**src/rtl/kpd_pkg.sv**
```systemverilog
package kpd_pkg;
  typedef enum logic [1:0] {
    PS_IDLE   = 2'd0,
    PS_HELD   = 2'd1,
    PS_LONG   = 2'd2,
    PS_CANCEL = 2'd3
  } press_st_e;
endpackage

```
**src/rtl/kpd_window_cls.sv**
```systemverilog
module kpd_window_cls #(
  parameter int SAMPLE_W = 12,
  parameter int NUM_KEYS = 10,
  parameter int CODE_W   = 4
) (
  input  logic [SAMPLE_W-1:0]               smp_i,
  input  logic [NUM_KEYS:0][SAMPLE_W-1:0]   thr_i,
  output logic [CODE_W-1:0]                 code_o
);
  localparam logic [CODE_W-1:0] CODE_IDLE = CODE_W'(NUM_KEYS);
  localparam logic [CODE_W-1:0] CODE_NONE = '1;

  // ascending thresholds: highest matched lower bound wins
  always_comb begin
    code_o = CODE_NONE;
    for (int k = 0; k < NUM_KEYS; k++) begin
      if (smp_i >= thr_i[k]) code_o = CODE_W'(k);
    end
    if (smp_i >= thr_i[NUM_KEYS]) code_o = CODE_IDLE;
  end
endmodule

```
**src/rtl/kpd_debounce.sv**
```systemverilog
module kpd_debounce #(
  parameter int NUM_KEYS = 10,
  parameter int CODE_W   = 4,
  parameter int DEB_CNT  = 20
) (
  input  logic              clk_i,
  input  logic              rst_ni,
  input  logic              tick_i,
  input  logic [CODE_W-1:0] code_i,
  output logic              acc_o,
  output logic [CODE_W-1:0] acc_code_o
);
  localparam int CNT_W = $clog2(DEB_CNT + 1);
  localparam logic [CODE_W-1:0] CODE_IDLE = CODE_W'(NUM_KEYS);
  localparam logic [CODE_W-1:0] CODE_NONE = '1;
  localparam logic [CNT_W-1:0]  CNT_LAST  = CNT_W'(DEB_CNT - 1);
  localparam logic [CNT_W-1:0]  CNT_SAT   = CNT_W'(DEB_CNT);

  logic [CODE_W-1:0] cand_q, deb_q;
  logic [CNT_W-1:0]  cnt_q;
  logic              same;

  assign same       = (code_i == cand_q);
  assign acc_o      = tick_i && same && (cnt_q == CNT_LAST) &&
                      (cand_q != deb_q) && (cand_q != CODE_NONE);
  assign acc_code_o = cand_q;

  always_ff @(posedge clk_i or negedge rst_ni) begin
    if (!rst_ni) begin
      cand_q <= CODE_IDLE;
      deb_q  <= CODE_IDLE;
      cnt_q  <= CNT_SAT;
    end else if (tick_i) begin
      if (!same) begin
        cand_q <= code_i;
        cnt_q  <= CNT_W'(1);
      end else if (cnt_q != CNT_SAT) begin
        cnt_q <= cnt_q + CNT_W'(1);
      end
      if (acc_o) deb_q <= cand_q;
    end
  end
endmodule

```
**src/rtl/kpd_press_fsm.sv**
```systemverilog
module kpd_press_fsm
  import kpd_pkg::*;
#(
  parameter int NUM_KEYS = 10,
  parameter int CODE_W   = 4,
  parameter int LONG_MS  = 800
) (
  input  logic              clk_i,
  input  logic              rst_ni,
  input  logic              tick_i,
  input  logic              acc_i,
  input  logic [CODE_W-1:0] acc_code_i,
  output logic              evt_valid_o,
  output logic              short_o,
  output logic              long_o,
  output logic [CODE_W-1:0] key_o
);
  localparam int HOLD_W = $clog2(LONG_MS + 1);
  localparam logic [HOLD_W-1:0] HOLD_LAST = HOLD_W'(LONG_MS - 1);
  localparam logic [CODE_W-1:0] CODE_IDLE = CODE_W'(NUM_KEYS);

  press_st_e         st_q, st_d;
  logic [HOLD_W-1:0] hold_q, hold_d;
  logic [CODE_W-1:0] key_q, key_d;
  logic              sh_d, lg_d;
  logic              acc_idle, acc_key;

  assign acc_idle = acc_i && (acc_code_i == CODE_IDLE);
  assign acc_key  = acc_i && (acc_code_i < CODE_IDLE);

  always_comb begin
    st_d   = st_q;
    hold_d = hold_q;
    key_d  = key_q;
    sh_d   = 1'b0;
    lg_d   = 1'b0;
    unique case (st_q)
      PS_IDLE: if (acc_key) begin
        st_d   = PS_HELD;
        key_d  = acc_code_i;
        hold_d = '0;
      end
      PS_HELD: if (tick_i) begin
        if (hold_q == HOLD_LAST) begin
          // limit reached: long wins over a coinciding release
          lg_d = 1'b1;
          st_d = acc_idle ? PS_IDLE : (acc_key ? PS_CANCEL : PS_LONG);
        end else if (acc_idle) begin
          sh_d = 1'b1;
          st_d = PS_IDLE;
        end else if (acc_key) begin
          st_d = PS_CANCEL;
        end else begin
          hold_d = hold_q + HOLD_W'(1);
        end
      end
      PS_LONG: begin
        if (acc_idle)     st_d = PS_IDLE;
        else if (acc_key) st_d = PS_CANCEL;
      end
      PS_CANCEL: if (acc_idle) st_d = PS_IDLE;
      default: st_d = PS_IDLE;
    endcase
  end

  always_ff @(posedge clk_i or negedge rst_ni) begin
    if (!rst_ni) begin
      st_q        <= PS_IDLE;
      hold_q      <= '0;
      key_q       <= '0;
      evt_valid_o <= 1'b0;
      short_o     <= 1'b0;
      long_o      <= 1'b0;
      key_o       <= '0;
    end else begin
      st_q        <= st_d;
      hold_q      <= hold_d;
      key_q       <= key_d;
      evt_valid_o <= sh_d | lg_d;
      short_o     <= sh_d;
      long_o      <= lg_d;
      if (sh_d | lg_d) key_o <= key_q;
    end
  end
endmodule

```
**src/rtl/keypad_ladder_dec.sv**
```systemverilog
module keypad_ladder_dec #(
  parameter int SAMPLE_W = 12,
  parameter int NUM_KEYS = 10,
  parameter int DEB_CNT  = 20,
  parameter int LONG_MS  = 800,
  parameter int CODE_W   = $clog2(NUM_KEYS + 2)
) (
  input  logic                             clk_i,
  input  logic                             rst_ni,
  input  logic [SAMPLE_W-1:0]              smp_i,
  input  logic                             smp_valid_i,
  input  logic                             tick_i,
  input  logic [NUM_KEYS:0][SAMPLE_W-1:0]  thr_i,
  output logic                             evt_valid_o,
  output logic                             short_o,
  output logic                             long_o,
  output logic [CODE_W-1:0]                key_o
);
  logic [SAMPLE_W-1:0] smp_q;
  logic [CODE_W-1:0]   code, acc_code;
  logic                acc;

  always_ff @(posedge clk_i or negedge rst_ni) begin
    if (!rst_ni)          smp_q <= '1;
    else if (smp_valid_i) smp_q <= smp_i;
  end

  kpd_window_cls #(.SAMPLE_W(SAMPLE_W), .NUM_KEYS(NUM_KEYS), .CODE_W(CODE_W)) u_cls (
    .smp_i  (smp_q),
    .thr_i  (thr_i),
    .code_o (code)
  );

  kpd_debounce #(.NUM_KEYS(NUM_KEYS), .CODE_W(CODE_W), .DEB_CNT(DEB_CNT)) u_deb (
    .clk_i      (clk_i),
    .rst_ni     (rst_ni),
    .tick_i     (tick_i),
    .code_i     (code),
    .acc_o      (acc),
    .acc_code_o (acc_code)
  );

  kpd_press_fsm #(.NUM_KEYS(NUM_KEYS), .CODE_W(CODE_W), .LONG_MS(LONG_MS)) u_fsm (
    .clk_i       (clk_i),
    .rst_ni      (rst_ni),
    .tick_i      (tick_i),
    .acc_i       (acc),
    .acc_code_i  (acc_code),
    .evt_valid_o (evt_valid_o),
    .short_o     (short_o),
    .long_o      (long_o),
    .key_o       (key_o)
  );
endmodule

```
**config.mk**
```make
export PLATFORM = sky130hd
export DESIGN_NAME = keypad_ladder_dec
export DESIGN_NICKNAME = d
export VERILOG_FILES = /design/src/rtl/kpd_pkg.sv /design/src/rtl/kpd_window_cls.sv /design/src/rtl/kpd_debounce.sv /design/src/rtl/kpd_press_fsm.sv /design/src/rtl/keypad_ladder_dec.sv
export SDC_FILE = /design/constraint.sdc
export NUM_CORES = 1
export LEC_CHECK = 0
export CAP_MARGIN = 20
export CORE_MARGIN = 2
export CORE_UTILIZATION = 54
export CTS_CLUSTER_DIAMETER = 150
export DETAILED_ROUTE_END_ITERATION = 10
export PLACE_DENSITY_LB_ADDON = 0.15
export SLEW_MARGIN = 40
export SYNTH_ARGS = -nofsm -noshare
export SYNTH_HDL_FRONTEND = slang
export SYNTH_SLANG_ARGS = --single-unit
```
**constraint.sdc**
```tcl
create_clock -name clk_i -period 11.05 [get_ports clk_i]
set_clock_uncertainty 0.1 [all_clocks]
set_input_delay 2.7625 -clock clk_i [delete_from_list [all_inputs] [get_ports clk_i]]
set_output_delay 2.7625 -clock clk_i [all_outputs]
set_load 0.02 [all_outputs]
```
==> metrics.log, run 1 <==
INFO  metric layout_common_cells = 153 x sky130_fd_sc_hd__clkdlybuf4s50_1, 135 x sky130_fd_sc_hd__ha_1, 132 x sky130_fd_sc_hd__inv_1
INFO  metric grtUsageMet3 = 3.99%
INFO  metric number_of_global_route_vias_before_repair = about 5500
INFO  metric synth_edf_count = 0
INFO  metric post-route-util = 72.7%
INFO  metric num_antenna_cells = 0
INFO  metric cts_max_path_buffers = 2
INFO  metric cp-start-kind = input port
INFO  metric chipWidth = between 100 and 150 um
INFO  metric finalWirelength = around 15 mm
INFO  metric grt_pass1_wl = 25.0 mm
INFO  metric portBuffers = 154
INFO  metric io-pin-count = 155
INFO  metric grt_max_degree = 49
INFO  metric clkSlewWorstSetupHoldPaths = 0.09 ns
INFO  metric cp_slowest_stage_delay = 0.62 ns
INFO  metric worstSetupPathType = in -> reg
INFO  metric global_routing_met1_resource_utilization = 35.5%
INFO  metric via_count = 5316
INFO  metric drive_gt1_share = 7.18%
INFO  metric finalNonFillerCells = 944
INFO  metric max_slew.worst_pin.slew = a little under 0.7 ns
INFO  metric synthesis.yosys.warnings = 0
INFO  metric final_period_minus_worst_setup_slack = ~6.7 ns
INFO  metric place.gp.congestion = 0.933
INFO  metric antenna_violations_before_repair = 0
INFO  metric floorplan.initialDensity = between 50 and 60%
INFO  metric htree_levels = 2
INFO  metric totalNegativeSetupSlack = 0 ns
INFO  metric gr-usage-all-layers = 27.8%
INFO  metric antenna_violating_nets_post_route = 0
INFO  metric ys_seq_elements = 48
INFO  metric status = complete, no violations
INFO  metric cts_inserted_buffers = 5
INFO  metric synth.net_count = roughly 940
INFO  metric synthesis.instances = 655
INFO  metric layout.cell_area.non_filler = 7410 um^2
INFO  metric post_cts_resize_count = 0
INFO  metric netlist-cell-type-count = between 50 and 60
INFO  metric cts_hold_buffers = 0
INFO  metric synthFlopType = sky130_fd_sc_hd__dfrtp_1
INFO  metric globalRoute.busiestLayer = met2
INFO  metric hold_path_class = reg -> reg
INFO  metric report.final.hold_viol_count = 0
INFO  metric setup.reg_to_reg.worst_slack = 6.55 ns
INFO  metric dr.first_iter.drc_count = 270
INFO  metric ys_seq_area_share = around 22%
INFO  metric area.growth.synth_to_final = 32.1%
INFO  metric worst_path_most_repeated_cell = sky130_fd_sc_hd__o21ai_0
INFO  metric power_per_unit_of_standard_cell_area = 90.8 nW/um^2
INFO  metric grt.overflow.total = 0
INFO  metric post-route-drc-count = 0
INFO  metric post_drt_via_cell_ratio = between 5 and 6
INFO  metric cts.sinks = 48
INFO  metric min_period_over_period = 60.6%
INFO  metric wl_per_cell = 16.2 um
INFO  metric synth-async-reset-ratio = 100%
INFO  metric die_h = 106 um
INFO  metric layout_commonest_cell = sky130_fd_sc_hd__clkdlybuf4s50_1
INFO  metric slew-limit-headroom = 54.8%
INFO  metric worst_skew_pair.late_latency = 0.31 ns
INFO  metric fmax = 0.149 GHz
INFO  metric cts.repair_timing.setup_buffer_count = 0
INFO  metric dp_cells = 936
INFO  metric cp.required = 11.15 ns
INFO  metric rsz0062_at_grt = no
INFO  metric cp.arrival = 6.79 ns
INFO  metric max_stage_delay_cell_worst_path = sky130_fd_sc_hd__nor4_1
INFO  metric core-area = about 10000 um^2
INFO  metric ctsRootBufferMaster = sky130_fd_sc_hd__clkbuf_8
INFO  metric power.leakage = 3.80 nW
INFO  metric worstPathMaxFanout = 19
INFO  metric peakVddDrop = around 0.000075 V
INFO  metric crit_chain = clkdlybuf4s50_1 > inv_1 > ha_1 > a211oi_1 > o21ai_0 > a41oi_1 > o21ai_0 > nor4_1 > nand4_1 > a31oi_4 > o2111ai_4 > nor4_4 > mux2_1
INFO  metric detailedPlacementHpwl = between 10 and 15 mm
INFO  metric drt_pre_antenna_iters = 5
INFO  metric max_slew_violation_count = 0
INFO  metric critPathCaptureType = register
INFO  metric placed_inst_area = around 7300 um^2
INFO  metric setup_viol = 0
INFO  metric synth_area_per_cell = ~8.6 um^2
INFO  metric grtUsageMet2 = 48.2%
INFO  metric die_area = approximately 11000 um^2
INFO  metric synth_area = 5610 um^2
INFO  metric finish.net_count = 1090
INFO  metric tritoncts = built
INFO  metric floorplan.rows = 37
INFO  metric max-cap-violations = 0
==> report_power, final <==
group | switching (mW) | total, mW | leakage (nW) | internal [mW]
logic | 0.148 | 0.299 | 3.14 | 0.151
registers | 0.0379 | 0.233 | 0.596 | 0.195
clock network | 0.0610 | 0.141 | 0.0645 | 0.0799
total | 0.247 | 0.673 | 3.80 | 0.425
==> synthesized netlist by cell type, types with 4 or more instances <==
library cell | n | share of area (%)
sky130_fd_sc_hd__o21a_1 | 7 | 0.94
sky130_fd_sc_hd__or3_1 | 4 | 0.45
sky130_fd_sc_hd__a211o_1 | 5 | 0.78
sky130_fd_sc_hd__nand4_1 | 16 | 1.8
sky130_fd_sc_hd__o21ai_0 | 23 | 2.1
sky130_fd_sc_hd__a31oi_1 | 22 | 2.5
sky130_fd_sc_hd__xor2_1 | 6 | 0.94
sky130_fd_sc_hd__o21ai_1 | 5 | 0.45
sky130_fd_sc_hd__a21oi_1 | 31 | 2.8
sky130_fd_sc_hd__inv_1 | 132 | 8.8
sky130_fd_sc_hd__and3_1 | 8 | 0.89
sky130_fd_sc_hd__o211ai_1 | 11 | 1.5
sky130_fd_sc_hd__a41oi_1 | 4 | 0.62
sky130_fd_sc_hd__nand3_1 | 6 | 0.54
sky130_fd_sc_hd__nand2b_1 | 9 | 1.0
sky130_fd_sc_hd__dfstp_2 | 18 | 8.4
sky130_fd_sc_hd__nor2_1 | 37 | 2.5
sky130_fd_sc_hd__clkbuf_1 | 8 | 0.54
sky130_fd_sc_hd__ha_1 | 135 | 30
sky130_fd_sc_hd__mux2_2 | 19 | 3.8
sky130_fd_sc_hd__nor3_1 | 6 | 0.54
sky130_fd_sc_hd__mux2_1 | 4 | 0.80
sky130_fd_sc_hd__a211oi_1 | 15 | 2.0
sky130_fd_sc_hd__nor2b_1 | 6 | 0.67
sky130_fd_sc_hd__dfrtp_1 | 30 | 13
sky130_fd_sc_hd__a21o_1 | 17 | 2.3
sky130_fd_sc_hd__nand2_1 | 32 | 2.1
sky130_fd_sc_hd__nor4_1 | 4 | 0.45
==> path summary, 6_finish.rpt <==
check / startpoint / endpoint / cells after the start
min: u_deb.deb_q[2]$_DFFE_PN0P_ / u_deb.deb_q[2]$_DFFE_PN0P_ / 2
max: thr_i[14] / u_fsm.key_q[3]$_DFFE_PN0P_ / 13
min reg2reg: u_deb.deb_q[2]$_DFFE_PN0P_ / u_deb.deb_q[2]$_DFFE_PN0P_ / 2
max in group asynchronous: rst_ni / u_deb.acc_code_o[0]$_DFFE_PN0P_ / 1
min in group asynchronous: rst_ni / u_fsm.hold_q[8]$_DFFE_PN0P_ / 1
max reg2reg: smp_q[2]$_DFFE_PN1P_ / u_fsm.key_q[3]$_DFFE_PN0P_ / 11
==> routing by layer <==
metal	vias up	part of all wire, %
li1	2633	-
met1	2464	44
met2	190	48
met3	29	5.3
met4	0	2.6
met5	-	0
==> logic make-up (layout without fill, tap and decap cells) <==
family / after synthesis / count (layout) / share of synthesized area, %
multiplexers: 24 / 24 / 4.80
AND/OR/NAND/NOR: 142 / 142 / 13.4
AO/OA/AOI/OAI: 158 / 158 / 19.3
buffers and inverters: 141 / 294 / 9.44
flip-flops: 48 / 48 / 21.8
XOR/XNOR: 7 / 7 / 1.09
adder cells (fa/ha/maj): 135 / 135 / 30.1
==> sequential cells by signal, indices dropped and copies added, names as in the netlist <==
name	count
smp_q	12
u_deb.acc_code_o	4
u_deb.cnt_q	5
u_deb.deb_q	4
u_fsm.evt_valid_o	1
u_fsm.hold_q	10
u_fsm.key_o	4
u_fsm.key_q	4
u_fsm.long_o	1
u_fsm.short_o	1
u_fsm.st_q	2
==> critical path, delay by kind of cell <==
family	cells	cell delay (ns)
AOI/OAI and AO/OA	6	1.54
and+or+nand+nor	3	1.31
buffers and inverters	2	0.49
muxes	1	0.37
adders and majority gates	1	0.30
==> per-stage QoR <==
stage | setup WS (ns) | hold slack [ns] | power [mW]
floorplan | 5.17 | 0.351 | 0.410
global placement | 4.21 | 0.376 | 0.512
global route | 4.10 | 0.422 | 0.724
finish | 4.35 | 0.406 | 0.673
detailed placement | 4.07 | 0.385 | 0.531
CTS | 4.39 | 0.403 | 0.672
==> layout make-up <==
class,count,area [um^2]
flip-flops and latches,48,1220
clock inverters,1,30.0
clock buffers,7,96.3
fillers,809,2780
well taps,136,170
repair buffers,154,1540
multi-input cells,466,3850
inverters,132,495
No activity file was read; power rests on OpenSTA's default activity.
==> inputs of run 2 (changes only) <==
Settings changed: CORE_UTILIZATION 54 to 50.
Clock period 11.05 ns to 6.5 ns, I/O delays scaled along.
==> metrics.log, run 2 (same netlist as run 1, synthesis figures left out) <==
INFO  metric status = complete, no violations
INFO  metric floorplan.rows = 38 (+2.7%)
INFO  metric antenna_violations_before_repair = 0 (unchanged)
INFO  metric tritoncts = built
INFO  metric post_drt_via_cell_ratio = 5.54 (-1.5%)
INFO  metric cp.required = 6.57 ns (-4.58 ns)
INFO  metric dr.first_iter.drc_count = 224 (-17%)
INFO  metric power.leakage = 3.79 nW (-0.24%)
INFO  metric critPathCaptureType = register
INFO  metric area.growth.synth_to_final = 31.9%
INFO  metric wl_per_cell = 15.7 um (-3.2%)
INFO  metric post_cts_resize_count = 0 (unchanged)
INFO  metric cts.sinks = 48 (unchanged)
INFO  metric htree_levels = 2 (unchanged)
INFO  metric grt_pass1_wl = 24.6 mm (-1.8%)
INFO  metric detailedPlacementHpwl = 12.4 mm (-1.6%)
INFO  metric hold_path_class = reg -> reg
INFO  metric report.final.hold_viol_count = 0 (unchanged)
INFO  metric gr-usage-all-layers = 25.9% (-1.9 points)
INFO  metric worst_skew_pair.late_latency = 0.29 ns (-0.02 ns)
INFO  metric peakVddDrop = 0.0000997 V (+33%)
INFO  metric drt_pre_antenna_iters = 5 (unchanged)
INFO  metric cts_inserted_buffers = 5 (unchanged)
INFO  metric antenna_violating_nets_post_route = 0 (unchanged)
INFO  metric chipWidth = 110 um (+3.8%)
INFO  metric portBuffers = 154 (unchanged)
INFO  metric clkSlewWorstSetupHoldPaths = 0.09 ns (about the same)
INFO  metric finalWirelength = 14.9 mm (-2.8%)
INFO  metric cp-start-kind = input port
INFO  metric finish.net_count = 1090 (unchanged)
INFO  metric max_reg_flops = 12 (unchanged)
INFO  metric layout.cell_area.non_filler = 7390 um^2 (-0.19%)
INFO  metric cts.repair_timing.setup_buffer_count = 0 (unchanged)
INFO  metric final_period_minus_worst_setup_slack = 5.53 ns
INFO  metric power_per_unit_of_standard_cell_area = 150 nW/um^2 (+65%)
INFO  metric layout_commonest_cell = sky130_fd_sc_hd__clkdlybuf4s50_1
INFO  metric worst_slack = 0.972 ns (-3.38 ns)
INFO  metric core-area = 10900 um^2 (+6.9%)
INFO  metric drive_gt1_share = 7.05% (-0.12 points)
INFO  metric number_of_global_route_vias_before_repair = 5423 (-0.55%)
INFO  metric floorplan.initialDensity = 51.5% (-3.6 points)
INFO  metric max_slew_violation_count = 0 (unchanged)
INFO  metric max-cap-violations = 0 (unchanged)
INFO  metric cp.arrival = 5.60 ns (-1.19 ns)
INFO  metric num_antenna_cells = 0 (unchanged)
INFO  metric placed_inst_area = 7290 um^2 (about the same)
INFO  metric min_period_over_period = ~85%
INFO  metric slew-limit-headroom = 53.6% (-1.2 points)
INFO  metric rsz0062_at_grt = no
INFO  metric worstSetupPathType = in -> reg
INFO  metric place.gp.congestion = 0.884 (-5.3%)
INFO  metric post-route-drc-count = 0 (unchanged)
INFO  metric io-pin-count = 155 (unchanged)
INFO  metric totalNegativeSetupSlack = 0 ns (unchanged)
INFO  metric place_ws = 0.666 ns (-3.40 ns)
INFO  metric largest_registers = smp_q (12), u_fsm.hold_q (10), u_deb.cnt_q (5)
INFO  metric ctsRootBufferMaster = sky130_fd_sc_hd__clkbuf_8
INFO  metric grt.overflow.total = 0 (unchanged)
INFO  metric via_count = 5256 (-1.1%)
INFO  metric die_area = 12100 um^2 (+7.7%)
INFO  metric fmax = 0.181 GHz
INFO  metric setup_viol = 0 (unchanged)
INFO  metric cts_max_path_buffers = 2 (unchanged)
INFO  metric post-route-util = 67.9% (-4.8 points)
INFO  metric grt_max_degree = 49 (unchanged)
INFO  metric layout_common_cells = 153 x sky130_fd_sc_hd__clkdlybuf4s50_1, 135 x sky130_fd_sc_hd__ha_1, 132 x sky130_fd_sc_hd__inv_1
INFO  metric max_slew.worst_pin.slew = 0.690 ns (+0.0145 ns)
INFO  metric largest_register = smp_q
INFO  metric cts_hold_buffers = 0 (unchanged)
INFO  metric die_h = 110 um (+3.8%)
INFO  metric worstPathMaxFanout = 19 (unchanged)
-- run 2: changes by cell type in the layout (fill, tap and decap cells not counted) --
| cell | change |
|---|---|
| sky130_fd_sc_hd__clkbuf_8 | -2 |
| sky130_fd_sc_hd__clkbuf_1 | +1 |
| sky130_fd_sc_hd__clkinv_2 | +1 |
-- run 2: stage by stage --
| stage | power [mW] | hold slack (ns) | instances |
|---|---|---|---|
| detailed placement | 0.899 | 0.380 | 940 |
| global route | 1.20 | 0.418 | 948 |
| CTS | 1.11 | 0.392 | 948 |
| finish | 1.11 | 0.392 | 948 |
| global placement | 0.873 | 0.375 | 940 |
| floorplan | 0.696 | 0.351 | 655 |
-- run 2: worst max-delay path: stages --
cell and delay (ns):
sky130_fd_sc_hd__clkdlybuf4s50_1 0.47, sky130_fd_sc_hd__inv_1 0.05, sky130_fd_sc_hd__ha_1 0.31, sky130_fd_sc_hd__a211oi_1 0.24, sky130_fd_sc_hd__o21ai_0 0.13, sky130_fd_sc_hd__a41oi_1 0.36, sky130_fd_sc_hd__o21ai_0 0.16, sky130_fd_sc_hd__nor4_1 0.63
sky130_fd_sc_hd__nand4_1 0.24, sky130_fd_sc_hd__a31oi_4 0.26, sky130_fd_sc_hd__o2111ai_4 0.32, sky130_fd_sc_hd__nor4_4 0.43, sky130_fd_sc_hd__mux2_1 0.37
-- run 2: layout make-up --
class	instances	area, um^2
clock buffers	6	72.6
clock inverters	2	35.0
fillers	906	3490
inverters	132	495
multi-input cells	466	3850
flip-flops and latches	48	1220
well taps	140	175
repair buffers	154	1540
-- run 2: worst paths after layout --
kind	start	endpoint	slack [ns]	cells after the start
max	thr_i[26]	u_fsm.key_q[0]$_DFFE_PN0P_	0.97	13
min reg2reg	u_fsm.hold_q[9]$_DFFE_PN0P_	u_fsm.hold_q[9]$_DFFE_PN0P_	0.39	1
min	u_fsm.hold_q[9]$_DFFE_PN0P_	u_fsm.hold_q[9]$_DFFE_PN0P_	0.39	1
max reg2reg	smp_q[2]$_DFFE_PN1P_	u_fsm.key_q[0]$_DFFE_PN0P_	2.06	11
min in group asynchronous	rst_ni	u_fsm.hold_q[6]$_DFFE_PN0P_	1.22	1
max in group asynchronous	rst_ni	u_deb.deb_q[0]$_DFFE_PN0P_	4.67	1
-- run 2: report_power, final --
| part | internal, mW | switching [mW] |
|---|---|---|
| clock | 0.114 | 0.0963 |
| sequential | 0.331 | 0.0621 |
| combinational | 0.256 | 0.248 |
-- run 2: metal layers --
metal / up-vias / GRT usage (%) / routed length, um
li1: 2632 / - / -
met1: 2462 / 33.9 / 6720
met2: 147 / 46.7 / 7290
met3: 15 / 2.79 / 712
met4: 0 / 4.16 / 143
met5: - / 0 / 0
